**config.mk**
```make
export PLATFORM = sky130hd
export DESIGN_NAME = loop_buffer
export DESIGN_NICKNAME = d
export VERILOG_FILES = /design/src/rtl/lb_pkg.sv /design/src/rtl/lb_byte_store.sv /design/src/rtl/lb_window_ctrl.sv /design/src/rtl/loop_buffer.sv
export SDC_FILE = /design/constraint.sdc
export NUM_CORES = 2
export LEC_CHECK = 0
export BUFFER_PORTS_ARGS = -buffer_cell sky130_fd_sc_hd__buf_2
export CAP_MARGIN = 5
export CORE_MARGIN = 5
export CORE_UTILIZATION = 57
export DETAILED_ROUTE_END_ITERATION = 7
export PLACE_DENSITY = 0.72
export SYNTH_ARGS = -nofsm -noshare
export SYNTH_HDL_FRONTEND = slang
export SYNTH_SLANG_ARGS = --single-unit
export TNS_END_PERCENT = 1
```
**constraint.sdc**
```tcl
create_clock -name clk_i -period 3.5 [get_ports clk_i]
set_input_delay 0.35 -clock clk_i [delete_from_list [all_inputs] [get_ports clk_i]]
set_output_delay 0.35 -clock clk_i [all_outputs]
set_load 0.01 [all_outputs]
```
**src/rtl/lb_pkg.sv**
```systemverilog
package lb_pkg;
  localparam int unsigned LB_DATA_W = 8;
  typedef logic [LB_DATA_W-1:0] lb_byte_t;
  typedef struct packed {
    logic     hit;
    lb_byte_t data;
  } lb_resp_t;
endpackage

```
**src/rtl/lb_byte_store.sv**
```systemverilog
module lb_byte_store
  import lb_pkg::*;
#(
  parameter int unsigned IDX_W = 8
) (
  input  logic             clk_i,
  input  logic             we_i,
  input  logic [IDX_W-1:0] waddr_i,
  input  lb_byte_t         wdata_i,
  input  logic [IDX_W-1:0] raddr_i,
  output lb_byte_t         rdata_o
);
  localparam int unsigned DEPTH = 1 << IDX_W;

  lb_byte_t mem_q [DEPTH];

  always_ff @(posedge clk_i) begin
    if (we_i) mem_q[waddr_i] <= wdata_i;
  end

  // read returns pre-write contents on a same-slot collision
  assign rdata_o = mem_q[raddr_i];
endmodule

```
**src/rtl/lb_window_ctrl.sv**
```systemverilog
module lb_window_ctrl #(
  parameter int unsigned ADDR_W = 32,
  parameter int unsigned IDX_W  = 8
) (
  input  logic              clk_i,
  input  logic              rst_ni,
  input  logic              flush_i,
  input  logic              fill_valid_i,
  input  logic [ADDR_W-1:0] fill_addr_i,
  input  logic              lookup_req_i,
  input  logic [ADDR_W-1:0] lookup_addr_i,
  output logic              wr_en_o,
  output logic              hit_o
);
  localparam int unsigned DEPTH = 1 << IDX_W;
  localparam int unsigned TAG_W = ADDR_W - IDX_W;

  logic [ADDR_W-1:0] last_addr_q;
  logic              have_last_q;
  logic [DEPTH-1:0]  valid_q;

  logic [IDX_W-1:0]  f_idx, l_idx, last_idx;
  logic [TAG_W-1:0]  l_tag, last_tag, slot_tag;
  logic              seq_fill;

  assign f_idx    = fill_addr_i[IDX_W-1:0];
  assign l_idx    = lookup_addr_i[IDX_W-1:0];
  assign l_tag    = lookup_addr_i[ADDR_W-1:IDX_W];
  assign last_idx = last_addr_q[IDX_W-1:0];
  assign last_tag = last_addr_q[ADDR_W-1:IDX_W];

  assign seq_fill = have_last_q && (fill_addr_i == last_addr_q + ADDR_W'(1));
  assign wr_en_o  = fill_valid_i && !flush_i;

  // slots above the newest index still hold bytes of the previous block
  assign slot_tag = (l_idx <= last_idx) ? last_tag : last_tag - TAG_W'(1);
  assign hit_o    = lookup_req_i && !flush_i && valid_q[l_idx] && (l_tag == slot_tag);

  always_ff @(posedge clk_i or negedge rst_ni) begin
    if (!rst_ni) begin
      last_addr_q <= '0;
      have_last_q <= 1'b0;
      valid_q     <= '0;
    end else if (flush_i) begin
      have_last_q <= 1'b0;
      valid_q     <= '0;
    end else if (fill_valid_i) begin
      last_addr_q <= fill_addr_i;
      have_last_q <= 1'b1;
      if (seq_fill) valid_q[f_idx] <= 1'b1;
      else          valid_q <= DEPTH'(1) << f_idx;
    end
  end

  a_r8_flush_clears: assert property (@(posedge clk_i) disable iff (!rst_ni)
    flush_i |=> (valid_q == '0));

  a_r7_restart_one_byte: assert property (@(posedge clk_i) disable iff (!rst_ni)
    (fill_valid_i && !flush_i && !seq_fill) |=> ($countones(valid_q) == 1));

  a_r6_seq_never_shrinks: assert property (@(posedge clk_i) disable iff (!rst_ni)
    (fill_valid_i && !flush_i && seq_fill) |=> ($countones(valid_q) >= $past($countones(valid_q))));
endmodule

```
**src/rtl/loop_buffer.sv**
```systemverilog
module loop_buffer
  import lb_pkg::*;
#(
  parameter int unsigned ADDR_W = 32,
  parameter int unsigned IDX_W  = 8
) (
  input  logic              clk_i,
  input  logic              rst_ni,
  input  logic              flush_i,
  input  logic              fill_valid_i,
  input  logic [ADDR_W-1:0] fill_addr_i,
  input  logic [7:0]        fill_data_i,
  input  logic              lookup_req_i,
  input  logic [ADDR_W-1:0] lookup_addr_i,
  output logic              hit_o,
  output logic [7:0]        data_o
);
  logic     wr_en, hit_c;
  lb_byte_t rd_byte;
  lb_resp_t resp_q;

  lb_window_ctrl #(.ADDR_W(ADDR_W), .IDX_W(IDX_W)) u_ctrl (
    .clk_i         (clk_i),
    .rst_ni        (rst_ni),
    .flush_i       (flush_i),
    .fill_valid_i  (fill_valid_i),
    .fill_addr_i   (fill_addr_i),
    .lookup_req_i  (lookup_req_i),
    .lookup_addr_i (lookup_addr_i),
    .wr_en_o       (wr_en),
    .hit_o         (hit_c)
  );

  lb_byte_store #(.IDX_W(IDX_W)) u_store (
    .clk_i   (clk_i),
    .we_i    (wr_en),
    .waddr_i (fill_addr_i[IDX_W-1:0]),
    .wdata_i (fill_data_i),
    .raddr_i (lookup_addr_i[IDX_W-1:0]),
    .rdata_o (rd_byte)
  );

  always_ff @(posedge clk_i or negedge rst_ni) begin
    if (!rst_ni)    resp_q <= '0;
    else if (hit_c) resp_q <= '{hit: 1'b1, data: rd_byte};
    else            resp_q <= '0;
  end

  assign hit_o  = resp_q.hit;
  assign data_o = resp_q.data;

  a_r2_no_req_no_hit: assert property (@(posedge clk_i) disable iff (!rst_ni)
    !lookup_req_i |=> !hit_o);

  a_r8_flush_blocks_hit: assert property (@(posedge clk_i) disable iff (!rst_ni)
    flush_i |=> !hit_o);

  a_r4_miss_zero: assert property (@(posedge clk_i) disable iff (!rst_ni)
    !hit_o |-> (data_o == 8'h00));
endmodule

```
-- Word level (Yosys, flattened, before mapping)
Memory sizes are Yosys's and may differ from the RTL's.
Index checks and enable logic that the tools add are counted.
- flip-flop bits (word level): 298
- bits in writable memories: 2048
- logic and storage cells: 39
- memories kept: 1
- memory list (name ; depth ; bits a word ; read ports ; clocked after memory_dff ; write ports ; RTL line ; text):
    u_store.mem_q ; 256 ; 8 ; 1 ; 0 ; 1 ; lb_byte_store.sv:15 ; lb_byte_t mem_q [DEPTH];
- add/sub/neg operators: 2
- $lt $le $gt $ge: 4
- equal/unequal tests: 2
- shift operators: 1
- mux-type cells: 13
- bitwise gates (word level): 2
- reductions and logical operators: 9
- operator list (operator ; number):
    2-to-1 mux 256 bit ; 3
    OR 256 bit ; 1
    left shift 1 x 8 -> 256 bit, first input constant ; 1
    adder 32 x 1 -> 32 bit, second input constant ; 1
    equality test 32 bit ; 1
    equality test 24 bit ; 1
    2-to-1 mux 24 bit ; 1
    subtractor 24 x 1 -> 24 bit, second input constant ; 1
    less-than comparator 8 x 9 -> 1 bit, second input constant ; 2
    2-to-1 mux 9 bit ; 1
    binary-select mux 1 bit (select 8 bit) ; 1
    demux 1 bit (select 8 bit) ; 1
    greater-or-equal comparator 8 x 1 -> 1 bit, second input constant ; 1
    less-or-equal comparator 8 bit ; 1
    logical AND 1 bit ; 6
    2-to-1 mux 1 bit ; 6
    AND reduction 2 bit ; 1
    nonzero test 2 bit ; 1
    logical NOT 1 bit ; 1
    inverter 1 bit ; 1

-- Depth between registers and ports, before layout
- depth in word-level cells: 8
- depth in mapped cells: 18
- mapped depth without buffers: 11

-- Cells and area by module
Synthesis repeated with hierarchy kept, for this count alone.
- cells, all modules: 5477
- area total of the unflattened synthesis: 95531.6 um^2
- by module, submodules not included (module ; times used ; cells each ; area an instance (um^2) ; sequential area each (um^2)):
    lb_byte_store ; 1 ; 3725 ; 79396.1 ; 61499.0
    lb_window_ctrl ; 1 ; 1735 ; 15860.2 ; 7231.9
    loop_buffer ; 1 ; 17 ; 275.3 ; 225.2

-- Worst setup path before layout
No wires, ideal clock.
- path kind: input -> register
- start: input lookup_addr_i[0]
- end: register resp_q (netlist bit data_o[6])
- setup time: 0.099 ns
- data arrival time: 3.859 ns
- data required time: 3.401 ns
- setup slack: -0.459 ns
- stages on the path: 16
- cells stage by stage: buf_6 buf_12 buf_6 inv_1 buf_6 ha_1 nor2b_1 o211ai_1 a211oi_4 nor2_1 or4_1 a22o_1 or4b_1 or4b_1 buf_2 a311oi_1
- word-level cells in the longest chain between the ends: 5
- RTL lines (item ; RTL line ; text):
    from (decl) ; loop_buffer.sv:14 ; input logic [ADDR_W-1:0] lookup_addr_i,
    less-or-equal comparator 8 bit / binary-select mux 1 bit (select 8 bit) (equally long branches) ; lb_window_ctrl.sv:36, lb_window_ctrl.sv:37 ;
    2-to-1 mux 24 bit / 2-to-1 mux 1 bit (equally long branches) ; lb_window_ctrl.sv:36, lb_window_ctrl.sv:37 ;
    equality test 24 bit / logical AND 1 bit (equally long branches) ; lb_window_ctrl.sv:37 ; assign hit_o = lookup_req_i && !flush_i && valid_q[l_idx] && (l_tag == slot_tag);
    logical AND 1 bit ; lb_window_ctrl.sv:37 ;
    2-to-1 mux 9 bit (*) ; loop_buffer.sv:45 ; else if (hit_c) resp_q <= '{hit: 1'b1, data: rd_byte};
    to (signal assigned) ; loop_buffer.sv:45 ;
    to (decl) ; loop_buffer.sv:20 ; lb_resp_t resp_q;
Every way passes the cells marked *; elsewhere a longest branch is shown, timed or not. The select of a mux whose other input is x is not followed.
A chain may end at the register's enable or synchronous reset.

-- Worst setup path after layout
- start: register u_ctrl.valid_q[55]
- end: register resp_q (netlist bit data_o[6])
- word-level cells in the longest chain between the ends: 5
- RTL lines (item ; RTL line ; text):
    from (decl) ; lb_window_ctrl.sv:20 ; logic [DEPTH-1:0] valid_q;
    from (signal assigned) ; lb_window_ctrl.sv:51 ; else valid_q <= DEPTH'(1) << f_idx;
    binary-select mux 1 bit (select 8 bit) ; lb_window_ctrl.sv:37 ;
    2-to-1 mux 1 bit (implied by the code) ; lb_window_ctrl.sv:37 ;
    logical AND 1 bit (2 in series) ; lb_window_ctrl.sv:37 ;
    2-to-1 mux 9 bit ; loop_buffer.sv:45 ;
No other way between the ends. The select of a mux whose other input is x is not followed.

==> results by group <==
Worst setup path
  – R2R setup slack: -70 ps
  – Crit-path max FO: 9
  – Crit end category: register
  – Reg2Reg Depth: 9
  – Critical Path AT: 4370 ps
  – Worst setup SP type: register
  – Critical path capture point: data_o[6]
  – CP Data Required Time: 4300 ps
  – Worst R2R End: data_o[6]
  – Critical Path Start: u_ctrl.valid_q[55]
  – Origin of the critical flop-to-flop path: u_ctrl.valid_q[55]
  – Setup CP Type: register to register

Route
  – Post-DRT Antenna Nets: 0
  – DR WL/cell: 31.51 um
  – WL final: 270.2 mm
  – DRC violations left: 0
  – Starting DRT DRC Count: 8220
  – Vias: 56960
  – Number of vias per cell: 6.644
  – Pre-antenna DRT Iters: 8

Die
  – Initial core utilization: 57.19%
  – IO Count: 86
  – Die H: 418.9 um
  – Site row count: 150
  – Die X: 418.9 um
  – Placeable Area: 166700 um2
  – Die area: 175500 um2

Timing
  – Final TNS setup: -870.8 ps
  – Fin crit period: 3569 ps
  – Worst Skew: 63.46 ps
  – Setup violators final: 40
  – Final hold vios: 0
  – Worst Slack Setup Final: -69.43 ps
  – Max Clk Rate: 0.2802 GHz
  – Final Max Slew Viols: 0
  – Period utilization: 102.0%
  – RSZ-0062 raised after global routing: yes
  – Worst Max-Slew Pin Slew: 1169 ps
  – Headroom to the max-slew limit: 21.33%

Pwr
  – NetSw: 13.19 mW
  – Leak pwr: 41.14 nW
  – Seq pwr share: 52.5%
  – Clock power share: 40.4%
  – Design Power: 58.23 mW
  – Internal: 45.04 mW
  – Max VDD drop: 0.4851 mV
  – Pwr dens: 527.8 nW/um2
  – Switching Fraction: 22.65%
  – Part of the power in combinational logic: 7.1%

Clocking
  – Worst-Skew Late Latency: 890 ps
  – H-Tree Depth: 4
  – Clk sinks: 2346
  – CTS clk-pin slew, worst paths: 60 ps
  – Clock root buffer: clkbuf_16
  – CTS max path bufs: 3
  – CTS tree: done
  – CTS buffer count: 223

Synth
  – Post-synthesis instance total: 5498
  – Synthesized area per cell: 17.33 um2
  – Seq cells post-synth: 2346
  – Post-synth cell types: 92
  – Share of synthesized registers carrying an async set or reset: 12.70%
  – Warnings, synthesis: 0
  – Main synth FF type: edfxtp_1
  – Synthesized area: 95310 um2
  – Sequential fraction of the synthesis area: 72.35%
  – Net Count, Synth: 5586
  – Post-synth EDFFs: 2048

Global routing
  – Largest net degree at the start of global routing: 124
  – First-pass GRT wire length: 390.2 mm
  – GRT Total Usage: 30.77%
  – Number of global-route vias before repair: 56080
  – Antenna violations before repair: 7
  – GRT Residual Overflow: 0

Placed design
  – Gpl congestion: 0.9532
  – Dpl hpwl: 174.8 mm
  – Port bufs: 85

Job
  – Max_cap viols: 0

Finish
  – Area Growth Syn to Fin: 15.76%
  – Share of cells above drive strength 1: 23.43%
  – Filler cells: 11090
  – Final nets: 6268

Worst hold path
  – Hold Path Class: input pin to register

Run status
  – Status: finished with violations
  – Failing checks: negative setup slack
==> worst min-delay path by stage <==
stage / startpoint / endpoint / depth (start not counted)
5_1_grt: fill_data_i[1] / u_store.mem_q[183][1] / 1
2_1_floorplan: rst_ni / data_o[0] / 0
6_report: fill_data_i[1] / u_store.mem_q[183][1] / 1
3_5_place_dp: rst_ni / u_ctrl.valid_q[54] / 1
3_3_place_gp: u_ctrl.valid_q[165] / u_ctrl.valid_q[165] / 1
4_1_cts: fill_data_i[1] / u_store.mem_q[183][1] / 1
==> cell type report <==
class	count	area, um2	area share, %
multi-input cells	2771	24520	22.22
clock inverters	133	1316	1.193
repair buffers	817	6830	6.191
flip-flops and latches	2346	68960	62.50
inverters	21	88.84	0.08052
well taps	2204	2758	2.499
clock buffers	280	5856	5.307
diodes	1	2.502	0.002268
==> layer usage <==
layer	vias to the layer above	share of wire (%)	global-route usage (%)
met4	8	4.6	12.65
met5	-	0.020	0
met1	29190	38	43.09
met3	637	12	8.092
li1	23410	-	-
met2	3705	46	46.62
==> power groups by stage <==
stage	clock network (mW)	registers, mW	logic [mW]
floorplan	0	31.1	2.02
global placement	0	31.1	3.87
detailed placement	0	31.1	3.93
CTS	23.8	30.6	4.04
global route	25.0	30.5	4.32
finish	23.6	30.6	4.12
==> repair_timing <==
| item | 4_1_cts | 5_1_grt |
|---|---|---|
| hold buffers | 38 | 0 |
| gates resized for setup | 20 | 12 |
| buffers inserted | 4 | 3 |
| endpoints found under the hold margin | 165 | 0 |
| endpoints found under the setup margin | 184 | 263 |
| gates cloned | 3 | 0 |
| pin swaps | 5 | 5 |
==> registers in the layout, summed over array words and instances (netlist names) <==
register / count
hit_o: 1
u_ctrl.last_addr_q: 32
u_store.mem_q: 2048
u_ctrl.valid_q: 256
u_ctrl.have_last_q: 1
data_o: 8
==> kinds of logic (layout without fill, tap and decap cells) <==
kind of cell    after synthesis  after routing  share of synthesized area, %
mux                         860            860                         13.20
fa+ha+maj                    11             11                        0.1444
buf+inv                     381           1251                         2.115
flops                      2346           2346                         72.35
xor+xnor                     78             78                        0.7168
simple gates                822            822                         3.946
compound gates             1000           1000                         7.530
other cells                   0              1                             0
==> synth_stat cells (all sizes together) (8+ instances only) <==
cell type | count | area [um2]
a21o | 259 | 1944
o22ai | 8 | 50.05
nand4 | 24 | 162.7
clkbuf | 202 | 889.6
o32ai | 18 | 157.7
nor2 | 338 | 1271
nor2b | 13 | 81.33
mux4 | 306 | 6985
nor3 | 67 | 351.6
mux2 | 37 | 416.7
buf | 157 | 1037
o21a | 20 | 150.1
inv | 21 | 78.83
a221oi | 194 | 1705
xnor2 | 44 | 385.4
o211ai | 23 | 172.7
edfxtp | 2048 | 61500
o21ai | 176 | 880.9
or2 | 10 | 62.56
a311oi | 13 | 113.9
and3 | 11 | 70.07
ha | 11 | 137.6
nand3 | 60 | 300.3
a211oi | 17 | 145.1
a21oi | 108 | 540.5
nand2b | 26 | 162.7
dfrtp | 298 | 7457
o31ai | 19 | 147.6
a31oi | 24 | 150.1
nand2 | 210 | 788.3
nor4 | 13 | 96.34
xor2 | 34 | 297.8
mux2i | 517 | 5175
a22oi | 65 | 488.0
a221o | 23 | 230.2
and2 | 8 | 51.30
==> layout by cell type, fill, tap and decap left out, drive strengths merged, types with 18 or more instances in the layout <==
cell type    netlist  layout
a31oi             24      24
dfrtp            298     298
a221o             23      23
a21o             259     259
xor2              34      34
buf              157     767
nand3             60      60
xnor2             44      44
clkinv             0      99
nand4             24      24
nor3              67      67
o21a              20      20
o32ai             18      18
a221oi           194     194
a21oi            108     108
mux4             306     306
o211ai            23      23
dlygate4sd3        0      38
mux2i            517     517
o31ai             19      19
inv               21      27
o21ai            176     176
mux2              37      37
a22oi             65      65
nand2b            26      26
nand2            210     210
clkbuf           202     289
edfxtp          2048    2048
nor2             338     338
==> worst max-delay path: stages (launching register included) <==
cell      delay, ps
dfrtp_1         370
mux4_2          240
mux2i_1          70
o21ai_0         520
a32oi_1         320
a211o_1         470
or4b_4          550
or4b_4          540
buf_12          170
a311oi_2        230
==> per-stage QoR <==
stage	cells	util, %	hold WS, ps	setup slack, ps	instance area [um2]
floorplan	5498	-	54.41	-285.7	95350
CTS	8569	66.15	44.74	4.950	110200
global route	8572	66.20	75.27	-211.5	110300
global placement	8111	61.46	450.4	-527.4	102400
finish	8573	66.20	46.24	-69.43	110300
detailed placement	8111	61.46	454.4	-544.4	102400
Power figures use the tool's default switching activity.
